`src/rtl/pwr_seq_pkg.sv`:
```
`timescale 1ns/1ps
package pwr_seq_pkg;
  typedef enum logic [1:0] {
    PS_RUN  = 2'd0,
    PS_IDLE = 2'd1,
    PS_DORM = 2'd2,
    PS_WAKE = 2'd3
  } pwr_state_e;
endpackage

```
`src/rtl/pwr_edge_det.sv`:
```
`timescale 1ns/1ps
module pwr_edge_det (
  input  logic clk_i,
  input  logic rst_ni,
  input  logic lvl_i,
  output logic fall_o
);
  logic lvl_q;

  always_ff @(posedge clk_i or negedge rst_ni) begin
    if (!rst_ni) lvl_q <= 1'b0;
    else         lvl_q <= lvl_i;
  end

  assign fall_o = lvl_q & ~lvl_i;


  fall_low_chk: assert property (@(posedge clk_i) disable iff (!rst_ni)
    fall_o |=> !lvl_q);
endmodule

```
`src/rtl/pwr_wake_cnt.sv`:
```
`timescale 1ns/1ps
module pwr_wake_cnt #(
  parameter int CNT_W = 13
) (
  input  logic             clk_i,
  input  logic             rst_ni,
  input  logic             load_i,
  input  logic [CNT_W-1:0] load_val_i,
  input  logic             dec_i,
  output logic             last_o
);
  logic [CNT_W-1:0] cnt_q;

  always_ff @(posedge clk_i or negedge rst_ni) begin
    if (!rst_ni)     cnt_q <= '0;
    else if (load_i) cnt_q <= load_val_i;
    else if (dec_i)  cnt_q <= cnt_q - 1'b1;
  end

  assign last_o = (cnt_q == CNT_W'(1));


  no_underflow_chk: assert property (@(posedge clk_i) disable iff (!rst_ni)
    (dec_i && !load_i) |-> (cnt_q != '0));


  load_nonzero_chk: assert property (@(posedge clk_i) disable iff (!rst_ni)
    load_i |-> (load_val_i != '0));
endmodule

```
`src/rtl/pwr_seq_fsm.sv`:
```
`timescale 1ns/1ps
module pwr_seq_fsm
  import pwr_seq_pkg::*;
#(
  parameter int CNT_W     = 13,
  parameter int WAKE_FAST = 200,
  parameter int WAKE_SLOW = 4096
) (
  input  logic             clk_i,
  input  logic             rst_ni,
  input  logic             ext_rst_i,
  input  logic             pd_req_i,
  input  logic             pin_rel_i,
  input  logic             idle_i,
  input  logic             irq_i,
  input  logic             osc_stop_cfg_i,
  input  logic             ctx_keep_i,
  input  logic             cnt_last_i,
  output pwr_state_e       state_o,
  output logic             osc_off_o,
  output logic             cnt_load_o,
  output logic [CNT_W-1:0] cnt_val_o,
  output logic             cnt_dec_o,
  output logic             ctx_clr_o
);
  localparam logic [CNT_W-1:0] FAST_V = CNT_W'(WAKE_FAST);
  localparam logic [CNT_W-1:0] SLOW_V = CNT_W'(WAKE_SLOW);

  pwr_state_e state_q, state_d;
  logic osc_off_q, osc_off_d;
  logic clr_pend_q, clr_pend_d;
  logic ctx_clr_q, ctx_clr_d;
  logic osc_cold;

  assign osc_cold = (state_q == PS_DORM) && osc_off_q;

  always_comb begin
    state_d    = state_q;
    osc_off_d  = osc_off_q;
    clr_pend_d = clr_pend_q;
    cnt_load_o = 1'b0;
    cnt_val_o  = FAST_V;
    if (ext_rst_i) begin
      state_d    = PS_WAKE;
      clr_pend_d = 1'b1;
      if (state_q != PS_WAKE) begin
        cnt_load_o = 1'b1;
        cnt_val_o  = osc_cold ? SLOW_V : FAST_V;
      end
    end else begin
      unique case (state_q)
        PS_RUN, PS_IDLE: begin
          if (pd_req_i) begin
            state_d   = PS_DORM;
            osc_off_d = osc_stop_cfg_i;
          end else if (state_q == PS_RUN && idle_i) begin
            state_d = PS_IDLE;
          end else if (state_q == PS_IDLE && irq_i) begin
            state_d = PS_RUN;
          end
        end
        PS_DORM: begin
          if (pin_rel_i) begin
            state_d    = PS_WAKE;
            cnt_load_o = 1'b1;
            cnt_val_o  = osc_off_q ? SLOW_V : FAST_V;
            clr_pend_d = ~ctx_keep_i;
          end
        end
        PS_WAKE: begin
          if (cnt_last_i) state_d = PS_RUN;
        end
        default: state_d = PS_RUN;
      endcase
    end
  end

  assign cnt_dec_o = (state_q == PS_WAKE) && !ext_rst_i;
  assign ctx_clr_d = (state_q == PS_WAKE) && (state_d == PS_RUN) && clr_pend_q;

  always_ff @(posedge clk_i or negedge rst_ni) begin
    if (!rst_ni) begin
      state_q    <= PS_RUN;
      osc_off_q  <= 1'b0;
      clr_pend_q <= 1'b0;
      ctx_clr_q  <= 1'b0;
    end else begin
      state_q    <= state_d;
      osc_off_q  <= osc_off_d;
      clr_pend_q <= clr_pend_d;
      ctx_clr_q  <= ctx_clr_d;
    end
  end

  assign state_o   = state_q;
  assign osc_off_o = osc_off_q;
  assign ctx_clr_o = ctx_clr_q;


  wake_hold_chk: assert property (@(posedge clk_i) disable iff (!rst_ni)
    (state_q == PS_WAKE && !cnt_last_i) |=> (state_q == PS_WAKE));


  rst_clr_chk: assert property (@(posedge clk_i) disable iff (!rst_ni)
    ext_rst_i |=> clr_pend_q);
endmodule

```
`src/rtl/pwr_seq.sv`:
```
`timescale 1ns/1ps
module pwr_seq
  import pwr_seq_pkg::*;
#(
  parameter int WAKE_FAST = 200,
  parameter int WAKE_SLOW = 4096
) (
  input  logic clk_i,
  input  logic rst_ni,
  input  logic ext_rst_i,
  input  logic pd_pin_i,
  input  logic sw_pd_i,
  input  logic idle_i,
  input  logic irq_pend_i,
  input  logic osc_stop_cfg_i,
  input  logic ctx_keep_i,
  output logic core_clk_en_o,
  output logic osc_en_o,
  output logic pd_ack_o,
  output logic ctx_clr_o,
  output logic dma_ok_o
);
  localparam int CNT_W = $clog2(WAKE_SLOW + 1);

  pwr_state_e       state;
  logic             osc_off;
  logic             pin_rel;
  logic             cnt_load;
  logic [CNT_W-1:0] cnt_val;
  logic             cnt_dec;
  logic             cnt_last;

  pwr_edge_det u_pin (
    .clk_i  (clk_i),
    .rst_ni (rst_ni),
    .lvl_i  (pd_pin_i),
    .fall_o (pin_rel)
  );

  pwr_wake_cnt #(.CNT_W(CNT_W)) u_cnt (
    .clk_i      (clk_i),
    .rst_ni     (rst_ni),
    .load_i     (cnt_load),
    .load_val_i (cnt_val),
    .dec_i      (cnt_dec),
    .last_o     (cnt_last)
  );

  pwr_seq_fsm #(
    .CNT_W     (CNT_W),
    .WAKE_FAST (WAKE_FAST),
    .WAKE_SLOW (WAKE_SLOW)
  ) u_fsm (
    .clk_i          (clk_i),
    .rst_ni         (rst_ni),
    .ext_rst_i      (ext_rst_i),
    .pd_req_i       (pd_pin_i | sw_pd_i),
    .pin_rel_i      (pin_rel),
    .idle_i         (idle_i),
    .irq_i          (irq_pend_i),
    .osc_stop_cfg_i (osc_stop_cfg_i),
    .ctx_keep_i     (ctx_keep_i),
    .cnt_last_i     (cnt_last),
    .state_o        (state),
    .osc_off_o      (osc_off),
    .cnt_load_o     (cnt_load),
    .cnt_val_o      (cnt_val),
    .cnt_dec_o      (cnt_dec),
    .ctx_clr_o      (ctx_clr_o)
  );

  assign core_clk_en_o = (state == PS_RUN);
  assign pd_ack_o      = (state == PS_DORM);
  assign osc_en_o      = !((state == PS_DORM) && osc_off);
  assign dma_ok_o      = (state == PS_RUN) || (state == PS_IDLE);


  enter_dorm_chk: assert property (@(posedge clk_i) disable iff (!rst_ni)
    (dma_ok_o && (pd_pin_i || sw_pd_i) && !ext_rst_i) |=> pd_ack_o);


  ext_rst_chk: assert property (@(posedge clk_i) disable iff (!rst_ni)
    ext_rst_i |=> (!pd_ack_o && !core_clk_en_o && osc_en_o));


  dorm_stay_chk: assert property (@(posedge clk_i) disable iff (!rst_ni)
    (pd_ack_o && pd_pin_i && !ext_rst_i) |=> pd_ack_o);


  ctx_pulse_chk: assert property (@(posedge clk_i) disable iff (!rst_ni)
    ctx_clr_o |-> (core_clk_en_o && $rose(core_clk_en_o)));


  idle_wake_chk: assert property (@(posedge clk_i) disable iff (!rst_ni)
    (dma_ok_o && !core_clk_en_o && irq_pend_i && !pd_pin_i && !sw_pd_i && !ext_rst_i)
      |=> (core_clk_en_o && !ctx_clr_o));
endmodule

```
`config.mk`:
```
export PLATFORM = sky130hd
export DESIGN_NAME = pwr_seq
export DESIGN_NICKNAME = d
export VERILOG_FILES = /design/src/rtl/pwr_seq_pkg.sv /design/src/rtl/pwr_edge_det.sv /design/src/rtl/pwr_wake_cnt.sv /design/src/rtl/pwr_seq_fsm.sv /design/src/rtl/pwr_seq.sv
export SDC_FILE = /design/constraint.sdc
export NUM_CORES = 1
export LEC_CHECK = 0
export BUFFER_PORTS_ARGS = -buffer_cell sky130_fd_sc_hd__buf_2
export CAP_MARGIN = 10
export CORE_ASPECT_RATIO = 1.25
export CORE_MARGIN = 5
export CORE_UTILIZATION = 35
export CTS_CLUSTER_SIZE = 40
export DETAILED_ROUTE_END_ITERATION = 8
export GPL_TIMING_DRIVEN = 0
export PLACE_DENSITY = 0.57
export SETUP_SLACK_MARGIN = 0.15
export SYNTH_ARGS = -nofsm -noshare
export SYNTH_HDL_FRONTEND = slang
export SYNTH_HIERARCHICAL = 1
export SYNTH_SLANG_ARGS = --single-unit
```
`constraint.sdc`:
```
create_clock -name clk_i -period 2.4 [get_ports clk_i]
set_input_delay 0 -clock clk_i [delete_from_list [all_inputs] [get_ports clk_i]]
set_output_delay 0 -clock clk_i [all_outputs]
set_load 0.02 [all_outputs]
```
==> impl_metrics.yaml <==
power_and_ir_drop:
  seqPwrFrac: 0.512
  power_density_nw_per_um2: 778
  ir_drop_mv: 0.462
  switching_power_uw: 389
  power_uw: 1090
  p_leak_uw: 0.000636
  p_sw_frac: 0.357
  clockPowerShare: 0.207
  power_frac_comb: 0.281
  intPower_uw: 700
flow_run:
  drv_cap: 0
worst_hold_path:
  holdPathEnd: "u_fsm/clr_pend_q$_DFFE_PN0P_"
  hp-class: "primary input to flop"
  timing.hold.worst_path_depth: 2
  holdCritStartpoint: "ext_rst_i"
sta:
  finalSetupViolations: 0
  fin_setup_tns_ps: 0
  tightest_slew_ps: 544
  min_period_over_period: 0.784
  slew_headroom: 0.637
  rsz0062_at_grt: "no"
  drv_slew: 0
  hold_violations: 0
  skew_ps: 4.13
  fmax_mhz: 532
  min_period_ps: 1880
synthesis:
  yosys_warnings: 6
  ys_seq_area_frac: 0.402
  synthFlopType: "dfrtp_1"
  netlist.area_leader.share: 0.402
  async_reset_ff_frac: 1.00
  synthTopCellsByArea: "dfrtp_1, buf_4, xor2_1, nand2_1, o21ai_0"
  ys_types: 34
  syn_avg_cell_area_sq_um: 9.17
  synth_edf_count: 0
  syn_area_sq_um: 1180
  post-synth-top-area-cell: "dfrtp_1"
  postSynthCellCount: 129
  synth.most_common_cell: "nand2_1"
  synth_commonest_cells: "nand2_1, dfrtp_1, buf_4, o21ai_0"
  ys_seq_elements: 19
global_routing:
  grt_max_degree: 20
  grtUsageTotal: 0.112
  grt_pass1_vias: 946
  antenna_found_initial: 0
  grt.overflow.total: 0
  grt_first_pass_wirelength_um: 3940
detailed_routing:
  drtIter0Drc: 16
  wl_per_cell_um: 11.5
  antenna_left: 0
  via_per_inst: 4.68
  drcViolationCount: 0
  num_vias: 908
  first_pass_iters: 4
  wl_um: 2240
final_layout:
  layout.nets: 169
  syn_to_final_growth_pct: 18.4
  utilization: 0.434
  n_antenna_cell: 0
  drive_gt1_frac: 0.236
clocking:
  clock_path_buffers: 2
  cts.root.buffer_cell: "clkbuf_8"
  cts_resized: 0
  clk_pin_slew_worst_paths_ps: 70
  htreeDepth: 1
  cts.sinks: 19
  tritoncts: "yes"
  clock_latency_ps: 260
  cts_buffers: 3
worst_setup_path:
  critical_path.slowest_cell: "dfrtp_1"
  arrival_ps: 2020
  r2r_slack_ps: 520
  worst_setup_path_end_kind: "flop"
  crit_buf_inv: 1
  critPathLaunchType: "flop"
  crit_family: "simple AND/OR/NAND/NOR gates"
  cp_max_fo: 10
  timing.rr.end: "u_cnt/cnt_q[11]$_DFFE_PN0P_"
  crit_required_ps: 2540
  slowest_delay_ps: 430
  crit_path_cell_trace: "buf_6 > nand2_1 > nor2_1 > nor4b_4 > nand4_1 > xor2_1 > o21ai_1"
  r2r_cells: 7
  reg2reg_from: "u_fsm/state_o[1]$_DFF_PN0_"
  critPathKind: "flop to flop"
die:
  pin_count: 14
  die_h_um: 75.0
  start_util: 0.367
  die_x_um: 62.0
  core_sq_um: 3220
  rows: 23
  dieArea_sq_um: 4650
placement:
  place.gp.congestion: 0.813
  port_buffers: 13
  detailed_place_hpwl_um: 1680
outcome:
  outcome: "finished clean"
what timing repair did:
action,CTS,global route
endpoints found under the hold margin,21,0
setup buffers,0,0
hold buffers,3,0
metal layers:
layer,global-route usage,up-vias,share of wire
met5,0,-,0
met4,0.0495,0,0.018
met3,0.0223,4,0.058
met2,0.188,18,0.47
met1,0.137,422,0.45
li1,-,464,-
cells by family after synthesis:
logic type | share of synthesized area
flops | 0.402
buf+inv | 0.111
xor+xnor | 0.0889
compound gates | 0.108
other cells | 0.00317
simple gates | 0.253
mux | 0.0127
fa+ha+maj | 0.0212
sequential cells by signal (all words and copies together), names as in the netlist:
signal and count:
u_fsm/state_o 2, u_fsm/osc_off_o 1, u_fsm/clr_pend_q 1, u_fsm/ctx_clr_o 1, u_pin/lvl_q 1, u_cnt/cnt_q 13
power by group through the flow:
stage / clock network [uW] / logic, uW / registers (uW)
floorplan: 0 / 247 / 541
global placement: 0 / 297 / 561
detailed placement: 0 / 307 / 563
CTS: 237 / 311 / 560
global route: 246 / 358 / 574
finish: 225 / 306 / 558
cells in the final DEF (no fill, tap or decap), types with 2 or more instances in the layout:
cell type	netlist	final
xnor2_1	3	3
o21ai_0	11	11
nor3_1	3	3
dlygate4sd3_1	0	3
nand4_1	2	2
dfrtp_1	19	19
a21oi_1	3	3
ha_1	2	2
inv_1	5	5
buf_4	11	11
conb_1	1	9
buf_2	0	13
o21ai_1	4	4
clkbuf_8	0	3
nand2_1	20	20
xor2_1	9	9
nand3b_1	4	4
nor2_1	9	9
buf_6	2	2
nand3_1	3	3
clkbuf_1	2	2
worst max path at each step:
stage / start / end / slack [ps] / depth (start not counted)
3_5_place_dp: u_fsm/state_o[1]$_DFF_PN0_ / u_cnt/cnt_q[11]$_DFFE_PN0P_ / 510 / 7
4_1_cts: u_fsm/state_o[1]$_DFF_PN0_ / u_cnt/cnt_q[11]$_DFFE_PN0P_ / 480 / 7
6_report: u_fsm/state_o[1]$_DFF_PN0_ / u_cnt/cnt_q[11]$_DFFE_PN0P_ / 520 / 7
3_3_place_gp: u_fsm/state_o[1]$_DFF_PN0_ / u_cnt/cnt_q[11]$_DFFE_PN0P_ / 520 / 7
5_1_grt: u_fsm/state_o[1]$_DFF_PN0_ / u_cnt/cnt_q[11]$_DFFE_PN0P_ / 300 / 7
2_1_floorplan: u_fsm/state_o[1]$_DFF_PN0_ / u_cnt/cnt_q[11]$_DFFE_PN0P_ / 780 / 7
through the flow:
step	area (sq um)	instances	hold slack (ps)	setup slack, ps
after floorplan	1210	137	-296	784
after global placement	1320	187	-32.6	516
after detailed placement	1320	187	-27.7	508
after CTS	1400	194	25.1	479
after global routing	1400	194	41.1	297
final	1400	194	34.4	520
cell type report:
| cell class | count | area (sq um) |
|---|---|---|
| clock inverter | 1 | 5.00 |
| clock buffer | 3 | 41.3 |
| timing repair buffer | 16 | 95.1 |
| tap | 37 | 46.3 |
| inverter | 5 | 18.8 |
| fill | 326 | 1820 |
| buffer | 15 | 113 |
| sequential | 19 | 475 |
| multi-input combinational | 98 | 606 |
No activity file was read; power rests on OpenSTA's default activity.
